==> src/rtl/mbs_pkg.sv <==
package mbs_pkg;

  typedef struct packed {
    logic load;
    logic rd;
    logic wr;
  } strobe_t;

  localparam int BYTE_W = 8;

  typedef logic [BYTE_W-1:0] byte_t;

endpackage

==> src/rtl/mbs_phase.sv <==
module mbs_phase
  import mbs_pkg::*;
(
  input  logic    clk,
  input  logic    rst,
  input  logic    ph1,
  input  logic    lma_n,
  input  logic    rd_n,
  input  logic    wr_n,
  output logic    rise,
  output logic    fall,
  output strobe_t strb
);

  logic ph1_q;

  assign rise = ph1 & ~ph1_q;
  assign fall = ~ph1 & ph1_q;

  always_ff @(posedge clk) begin
    if (rst) begin
      ph1_q <= 1'b0;
      strb  <= '0;
    end else begin
      ph1_q <= ph1;
      if (rise) begin
        strb.load <= ~lma_n;
        strb.rd   <= ~rd_n;
        strb.wr   <= ~wr_n;
      end
    end
  end

endmodule

==> src/rtl/mbs_pointer.sv <==
module mbs_pointer
  import mbs_pkg::*;
#(
  parameter int DW = 8,
  localparam int AW = 2 * DW
) (
  input  logic          clk,
  input  logic          rst,
  input  logic          fall,
  input  strobe_t       strb,
  input  logic [DW-1:0] din,
  output logic [AW-1:0] ptr,
  output logic          valid
);

  logic [DW-1:0] lo_stage;
  logic          hi_next;
  logic          commit;
  logic          step;

  assign commit = fall & strb.load & hi_next;
  assign step   = fall & (strb.rd | strb.wr);

  always_ff @(posedge clk) begin
    if (rst) begin
      ptr      <= '0;
      valid    <= 1'b0;
      lo_stage <= '0;
      hi_next  <= 1'b0;
    end else begin
      if (fall && strb.load) begin
        if (!hi_next) begin
          lo_stage <= din;
          hi_next  <= 1'b1;
        end else begin
          hi_next  <= 1'b0;
        end
      end
      if (commit) begin
        ptr   <= {din, lo_stage};
        valid <= 1'b1;
      end else if (step) begin
        ptr <= ptr + 1'b1;
      end
    end
  end

endmodule

==> src/rtl/mbs_window.sv <==
module mbs_window #(
  parameter int AW    = 16,
  parameter int BASE  = 0,
  parameter int DEPTH = 32,
  localparam int IW = (DEPTH > 1) ? $clog2(DEPTH) : 1
) (
  input  logic [AW-1:0] ptr,
  input  logic          valid,
  output logic          hit,
  output logic [IW-1:0] idx
);

  localparam logic [AW:0] LO_B = (AW+1)'(BASE);
  localparam logic [AW:0] HI_B = (AW+1)'(BASE + DEPTH);

  logic [AW:0] ptr_x;

  assign ptr_x = {1'b0, ptr};
  assign hit   = valid && (ptr_x >= LO_B) && (ptr_x < HI_B);
  assign idx   = IW'(ptr - AW'(BASE));

endmodule

==> src/rtl/mbs_store.sv <==
module mbs_store #(
  parameter int DW    = 8,
  parameter int DEPTH = 32,
  localparam int IW = (DEPTH > 1) ? $clog2(DEPTH) : 1
) (
  input  logic          clk,
  input  logic          we,
  input  logic [IW-1:0] waddr,
  input  logic [DW-1:0] wdata,
  input  logic          re,
  input  logic [IW-1:0] raddr,
  output logic [DW-1:0] rdata
);

  logic [DW-1:0] mem [DEPTH];

  always_ff @(posedge clk) begin
    if (we) mem[waddr] <= wdata;
  end

  always_ff @(posedge clk) begin
    if (re) rdata <= mem[raddr];
  end

endmodule

==> src/rtl/mbs_slave.sv <==
module mbs_slave
  import mbs_pkg::*;
#(
  parameter int DW    = 8,
  parameter int BASE  = 'h8000,
  parameter int DEPTH = 256,
  localparam int AW = 2 * DW,
  localparam int IW = (DEPTH > 1) ? $clog2(DEPTH) : 1
) (
  input  logic          clk,
  input  logic          rst,
  input  logic          ph1,
  input  logic          lma_n,
  input  logic          rd_n,
  input  logic          wr_n,
  input  logic [DW-1:0] data_in,
  output logic [DW-1:0] data_out,
  output logic          data_oe
);

  logic          rise;
  logic          fall;
  strobe_t       strb;
  logic [AW-1:0] ptr;
  logic          valid;
  logic          hit;
  logic [IW-1:0] idx;
  logic [DW-1:0] ram_q;
  logic          rd_go;
  logic          wr_go;

  mbs_phase u_phase (
    .clk   (clk),
    .rst   (rst),
    .ph1   (ph1),
    .lma_n (lma_n),
    .rd_n  (rd_n),
    .wr_n  (wr_n),
    .rise  (rise),
    .fall  (fall),
    .strb  (strb)
  );

  mbs_pointer #(.DW(DW)) u_ptr (
    .clk   (clk),
    .rst   (rst),
    .fall  (fall),
    .strb  (strb),
    .din   (data_in),
    .ptr   (ptr),
    .valid (valid)
  );

  mbs_window #(.AW(AW), .BASE(BASE), .DEPTH(DEPTH)) u_win (
    .ptr   (ptr),
    .valid (valid),
    .hit   (hit),
    .idx   (idx)
  );

  assign rd_go = rise & ~rd_n & hit;
  assign wr_go = fall & strb.wr & hit;

  mbs_store #(.DW(DW), .DEPTH(DEPTH)) u_ram (
    .clk   (clk),
    .we    (wr_go),
    .waddr (idx),
    .wdata (data_in),
    .re    (rd_go),
    .raddr (idx),
    .rdata (ram_q)
  );

  always_ff @(posedge clk) begin
    if (rst) begin
      data_oe <= 1'b0;
    end else if (fall) begin
      data_oe <= 1'b0;
    end else if (rise) begin
      data_oe <= rd_go;
    end
  end

  assign data_out = data_oe ? ram_q : {DW{1'b1}};

endmodule

==> config.mk <==
export PLATFORM = sky130hd
export DESIGN_NAME = mbs_slave
export DESIGN_NICKNAME = d
export VERILOG_FILES = /design/src/rtl/mbs_pkg.sv /design/src/rtl/mbs_phase.sv /design/src/rtl/mbs_pointer.sv /design/src/rtl/mbs_window.sv /design/src/rtl/mbs_store.sv /design/src/rtl/mbs_slave.sv
export SDC_FILE = /design/constraint.sdc
export NUM_CORES = 2
export LEC_CHECK = 0
export BUFFER_PORTS_ARGS = -buffer_cell sky130_fd_sc_hd__buf_4
export CAP_MARGIN = 25
export CORE_MARGIN = 2
export CORE_UTILIZATION = 43
export DETAILED_ROUTE_END_ITERATION = 8
export PLACE_DENSITY = 0.65
export SLEW_MARGIN = 15
export SYNTH_ARGS = -nofsm -noshare
export SYNTH_HDL_FRONTEND = slang
export SYNTH_HIERARCHICAL = 1
export SYNTH_SLANG_ARGS = --single-unit
==> constraint.sdc <==
create_clock -name clk -period 3.7 [get_ports clk]
set_input_delay 0.185 -clock clk [delete_from_list [all_inputs] [get_ports clk]]
set_output_delay 0.185 -clock clk [all_outputs]
set_load 0.005 [all_outputs]
* After elaboration in Yosys (flattened, before gate mapping)
Memories as Yosys holds them, arrays and structs flattened. A register that Yosys moved wholly into a read port is not among the register bits.
Index checks and enable logic that the tools add are counted.
** Cells by class
- Add/sub/neg operators :: 2
- Order comparisons :: 2
- Muxes and demuxes :: 6
- Bitwise gates (word level) :: 16
- Reductions and logical operators :: 6
** Operators with widths (number)
- $mux 16 :: 2
- $add 16x1->16 const B :: 1
- $ge 16x16->1 const B :: 1
- $lt 16x16->1 const B :: 1
- $and 1x1->1 :: 9
- $mux 8 :: 1
- $sub 8x1->8 const B :: 1
- $not 1->1 :: 6
- $logic_and 1x1->1 :: 3
- $mux 1 :: 3
- $reduce_and 2->1 :: 1
- $reduce_bool 2->1 :: 1
- $reduce_or 2->1 :: 1
- $or 1x1->1 :: 1
** Storage, ports and cells
- Bits in registers :: 31
- Bits in writable memories :: 2048
- Bits of input ports :: 14
- Output and inout port bits :: 9
- Logic and storage cells :: 42
- Memories :: 1
** Memories
- u_ram.mem :: depth 256, bits a word 8, rd ports 1, clocked after memory_dff 1, wr ports 1, RTL line mbs_store.sv:15 : logic [DW-1:0] mem [DEPTH];

* Longest topological paths before layout
- Depth after elaboration :: 6
- Depth in mapped cells :: 12
- Gate-level depth less buffers :: 6

* Modules after synthesis
Netlist, hierarchy kept.
** By module, submodules not included
- mbs_store :: times used 1, cells an instance 3733, area an instance 79636.4 um^2, sequential area each 61739.2 um^2
- mbs_pointer :: times used 1, cells an instance 142, area an instance 1320.0 um^2, sequential area each 520.5 um^2
- mbs_phase :: times used 1, cells an instance 16, area an instance 171.4 um^2, sequential area each 80.1 um^2
- mbs_slave :: times used 1, cells an instance 14, area an instance 108.9 um^2, sequential area each 20.0 um^2
- mbs_window :: times used 1, cells an instance 11, area an instance 83.8 um^2, sequential area each 0.0 um^2

* Worst setup path after synthesis
Ideal clock, no wire load.
- Kind :: register to register
- From :: register u_ptr.ptr[10]
- To :: memory u_ram.mem[234][0] (enable)
- Setup time :: 0.370 ns
- Data arrival time :: 2.295 ns
- Data required time :: 3.330 ns
- Slack :: 1.035 ns
- Cell stages (with the launch flop) :: 9
- Path buffers :: 3
- Clock period less this slack :: 2.665 ns
- Cells stage by stage :: dfxtp_1 -> nor4b_1 -> and4b_1 -> and3_1 -> clkbuf_1 -> buf_1 -> nand3_1 -> clkbuf_1 -> nor2_1
** Between the ends
- Longest elaborated chain between the ends :: 6
- Elaborated cells between the ends (all ways) :: 7
- Those cells by class :: order compare (2); mux (2); bitwise (1); reduce/logical (2)
** Ends and longest elaborated chain
- from (decl) :: RTL line mbs_pointer.sv:12 : output logic [AW-1:0] ptr,
- from (signal assigned) :: RTL line mbs_pointer.sv:40 : ptr <= {din, lo_stage};
- from (signal assigned) :: RTL line mbs_pointer.sv:43 : ptr <= ptr + 1'b1;
- $ge 16x16->1 :: RTL line mbs_window.sv:19 : assign hit = valid && (ptr_x >= LO_B) && (ptr_x < HI_B);
- $logic_and 1x1->1 :: RTL line mbs_window.sv:19
- $logic_and 1x1->1 * :: RTL line mbs_window.sv:19
- net hit :: RTL line mbs_slave.sv:26 : logic hit;
- $and 1x1->1 * :: RTL line mbs_slave.sv:62 : assign wr_go = fall & strb.wr & hit;
- net wr_go :: RTL line mbs_slave.sv:30 : logic wr_go;
- $mux 1 * :: RTL line mbs_store.sv:18 : if (we) mem[waddr] <= wdata;
- $mux 1 (implied by the code) * :: RTL line mbs_store.sv:18
- to (decl) :: RTL line mbs_store.sv:15
The timed path passes the listed nets; every way through them passes the cells marked *.

* Final worst setup path
- From :: register u_ptr.ptr[1]
- To :: register u_ram.rdata[1] (read register of u_ram.mem) (data pin)
** Between the ends
- Longest elaborated chain between the ends :: 4
- Elaborated cells between the ends (all ways) :: 6
- Those cells by class :: add/sub (1); order compare (2); bitwise (1); reduce/logical (2)
** Ends and longest elaborated chain
- $ge 16x16->1 :: RTL line mbs_window.sv:19
- $logic_and 1x1->1 (2 in series) :: RTL line mbs_window.sv:19
- $and 1x1->1 :: RTL line mbs_slave.sv:61 : assign rd_go = rise & ~rd_n & hit;
- to (decl) :: RTL line mbs_store.sv:12 : output logic [DW-1:0] rdata
Parallel ways exist; a longest one is shown, timed or not.
A chain may end at the register's enable or synchronous reset.

==> qor.csv <==
metric;value;unit
io_pins;23;
nets;4395;
arrival;4.22;ns
dp_hpwl;125;mm
fin_crit;3.67;ns
vias;41433;
die_h;439;um
n_fill_cell;14996;
setup_viol;0;
die_w;439;um
drt_wl_total;200;mm
place_congestion;0.842;
post_cts.repair.setup_buffers;0;
combPwrFrac;0.019;
wl_per_cell;28.4;um
synth_most_common_cell;edfxtp_1;
fmax;0.272;GHz
die_area;0.193;sq mm
p_sw_frac;0.201;
drc_errors;0;
cts_root_buf;clkbuf_16;
numPortBuffers;22;
synth.area.top_cells;edfxtp_1 76%, mux4_2 13%, mux2i_1 1.7%;
yosysTopAreaCell;edfxtp_1;
dpl-instance-area;0.0871;sq mm
ys_warn_count;6;
grt_max_degree;132;
yosys-top-cells-count;2056 x edfxtp_1, 454 x mux4_2, 309 x nor2_1, 142 x mux2i_1, 138 x a22oi_1;
p_leak;28.6;nW
numCtsBuffers;205;
hold_path_class;in -> reg;
drtAntennaViolNets;0;
fin_area;0.0937;sq mm
clk_latency;0.85;ns
ys_ff_latch;2087;
endpoint_kind;register;
ir_worst_vdd;0.526;mV
grt_first_pass_wirelength;291;mm
rsz0062_at_grt;no;
powerDensity;498;mW/mm^2
regArea;0.0624;sq mm
drt_iter0_drc;4961;
power.total;46.7;mW
viasPerCell;5.89;
synth.distinct_cells;73;
holdWs;0.314;ns
async_flop_share;0;
path_max_fanout;87;
start_kind;register;
numClockSinks;2087;
grt_pass1_vias;41308;
core;0.188;sq mm
antenna_found_initial;2;
status;completed;
critPathKind;reg -> reg;
slew_headroom;0.258;
overflow;0;
firstDrtPassIters;6;
cts_htree_levels;4;
cp.required;4.25;ns
intPower;37.3;mW
placementRows;159;
switchingPower;9.38;mW
pwr-share-seq;0.556;
clockPowerShare;0.425;
syn_nets;3931;
synth_edf_count;2056;
finalCritPeriodShare;0.992;
area_delta_synth_final;15.2;%
synthCells;3916;
grt_usage;0.207;
multi_input_area;0.0175;sq mm
hold_viol_final;0;
clock_path_buffers;3;
cts_tree;yes;
setup_tns;0;ns
maxCapViolations;0;
fin_skew;0.0375;ns
synth-main-ff-cell;edfxtp_1;
yosysSeqAreaShare;0.767;
reg2reg_slack;0.03;ns
synth_area;0.0813;sq mm
slew_violations;0;
clkTransAtPathRegs;0.06;ns
synth_top_area_frac;0.759;
layout-drive-gt1-share;0.277;
syn_area_per_cell;20.8;sq um
max_slew.worst_pin.slew;1.11;ns
initial_core_util;0.433;
[final timing paths]
path,to,startpoint,depth (start not counted)
worst max-delay path,u_ram/rdata[1],u_ptr/ptr[1],7
worst max register to register,u_ram/rdata[1],u_ptr/ptr[1],7
worst min register to register,u_ptr/valid,u_ptr/valid,2
worst min-delay path,u_ptr/valid,rst,3
[cell usage in the layout, fill, tap and decap left out, types with 20 or more instances in the layout]
| master | instances |
|---|---|
| o221ai_1 | 46 |
| mux4_2 | 454 |
| dlygate4sd3_1 | 20 |
| dfxtp_1 | 25 |
| a211oi_1 | 21 |
| a22oi_1 | 138 |
| clkinv_1 | 56 |
| clkbuf_1 | 41 |
| nor2b_1 | 33 |
| clkbuf_16 | 206 |
| buf_4 | 440 |
| nor3_1 | 25 |
| a21oi_1 | 99 |
| nand3_1 | 38 |
| nand2_1 | 41 |
| mux2i_1 | 142 |
| nor2_1 | 306 |
| edfxtp_1 | 2056 |
| buf_12 | 34 |
| nor4_1 | 20 |
| clkinv_2 | 26 |
| o22ai_1 | 34 |
[power by group through the flow]
| stage | clock network (mW) | logic [mW] | registers [mW] |
|---|---|---|---|
| 2_1_floorplan | 0 | 0.369 | 26.5 |
| 3_3_place_gp | 0 | 0.853 | 26.5 |
| 3_5_place_dp | 0 | 0.880 | 26.5 |
| 4_1_cts | 20.2 | 0.899 | 26.0 |
| 5_1_grt | 21.1 | 0.952 | 25.9 |
| 6_report | 19.9 | 0.882 | 26.0 |
[cell families (layout without fill, tap and decap cells)]
| kind of cell | after synthesis | after routing | synth area share |
|---|---|---|---|
| adders and majority gates | 1 | 1 | 0.000154 |
| xor gates and xnor gates | 12 | 12 | 0.00129 |
| other | 0 | 3 | 0 |
| and+or+nand+nor | 548 | 548 | 0.0321 |
| AOI/OAI and AO/OA | 414 | 414 | 0.0361 |
| buffers and inverters | 252 | 874 | 0.0191 |
| DFF | 2087 | 2087 | 0.767 |
| muxes | 602 | 602 | 0.144 |
[sequential cells by signal, summed over array words and instances (netlist names)]
| signal | cells |
|---|---|
| u_phase/strb | 3 |
| u_ram/rdata | 8 |
| u_ram/mem | 2048 |
| u_ptr/hi_next | 1 |
| data_oe | 1 |
| u_ptr/valid | 1 |
| u_phase/ph1_q | 1 |
| u_ptr/ptr | 16 |
| u_ptr/lo_stage | 8 |
[area by class of cell]
class | instances | share of cell area
Timing Repair Buffer | 505 | 0.0463
Sequential cell | 2087 | 0.666
Clock buffer | 251 | 0.0572
Multi-Input combinational cell | 1577 | 0.187
Inverter | 4 | 0.000160
Antenna cell | 3 | 0.0000801
Clock inverter | 114 | 0.0108
Tap cell | 2495 | 0.0333
[critical path, cell delays in order, from the launching register on]
cell and delay, ns:
dfxtp_4 0.72, buf_12 0.44, mux4_2 0.41, a22oi_1 0.50, a21oi_1 0.23, nor4_1 0.62
buf_4 0.22, nor4_1 0.04
[metrics by stage]
stage	cells	utilization	setup slack [ns]
2_1_floorplan	3916	-	1.03
3_3_place_gp	6646	0.464	-0.100
3_5_place_dp	6648	0.464	-0.109
4_1_cts	7033	0.499	0.0200
5_1_grt	7034	0.499	0.0224
6_report	7036	0.499	0.0301
[routing by layer]
layer  up-vias  track usage  wire length [um]
met2      1793        0.332             96800
met5         -            0                 0
met1     22084        0.294             82600
li1      17271            -                 -
met4         0       0.0643              5790
met3       285       0.0319             15000
[what timing repair did]
item                       4_1_cts  5_1_grt
setup endpoints to repair        2        3
hold endpoints to repair       603        0
resized for setup                2        5
hold buffers                    20        0
No activity file was read; power rests on OpenSTA's default activity.
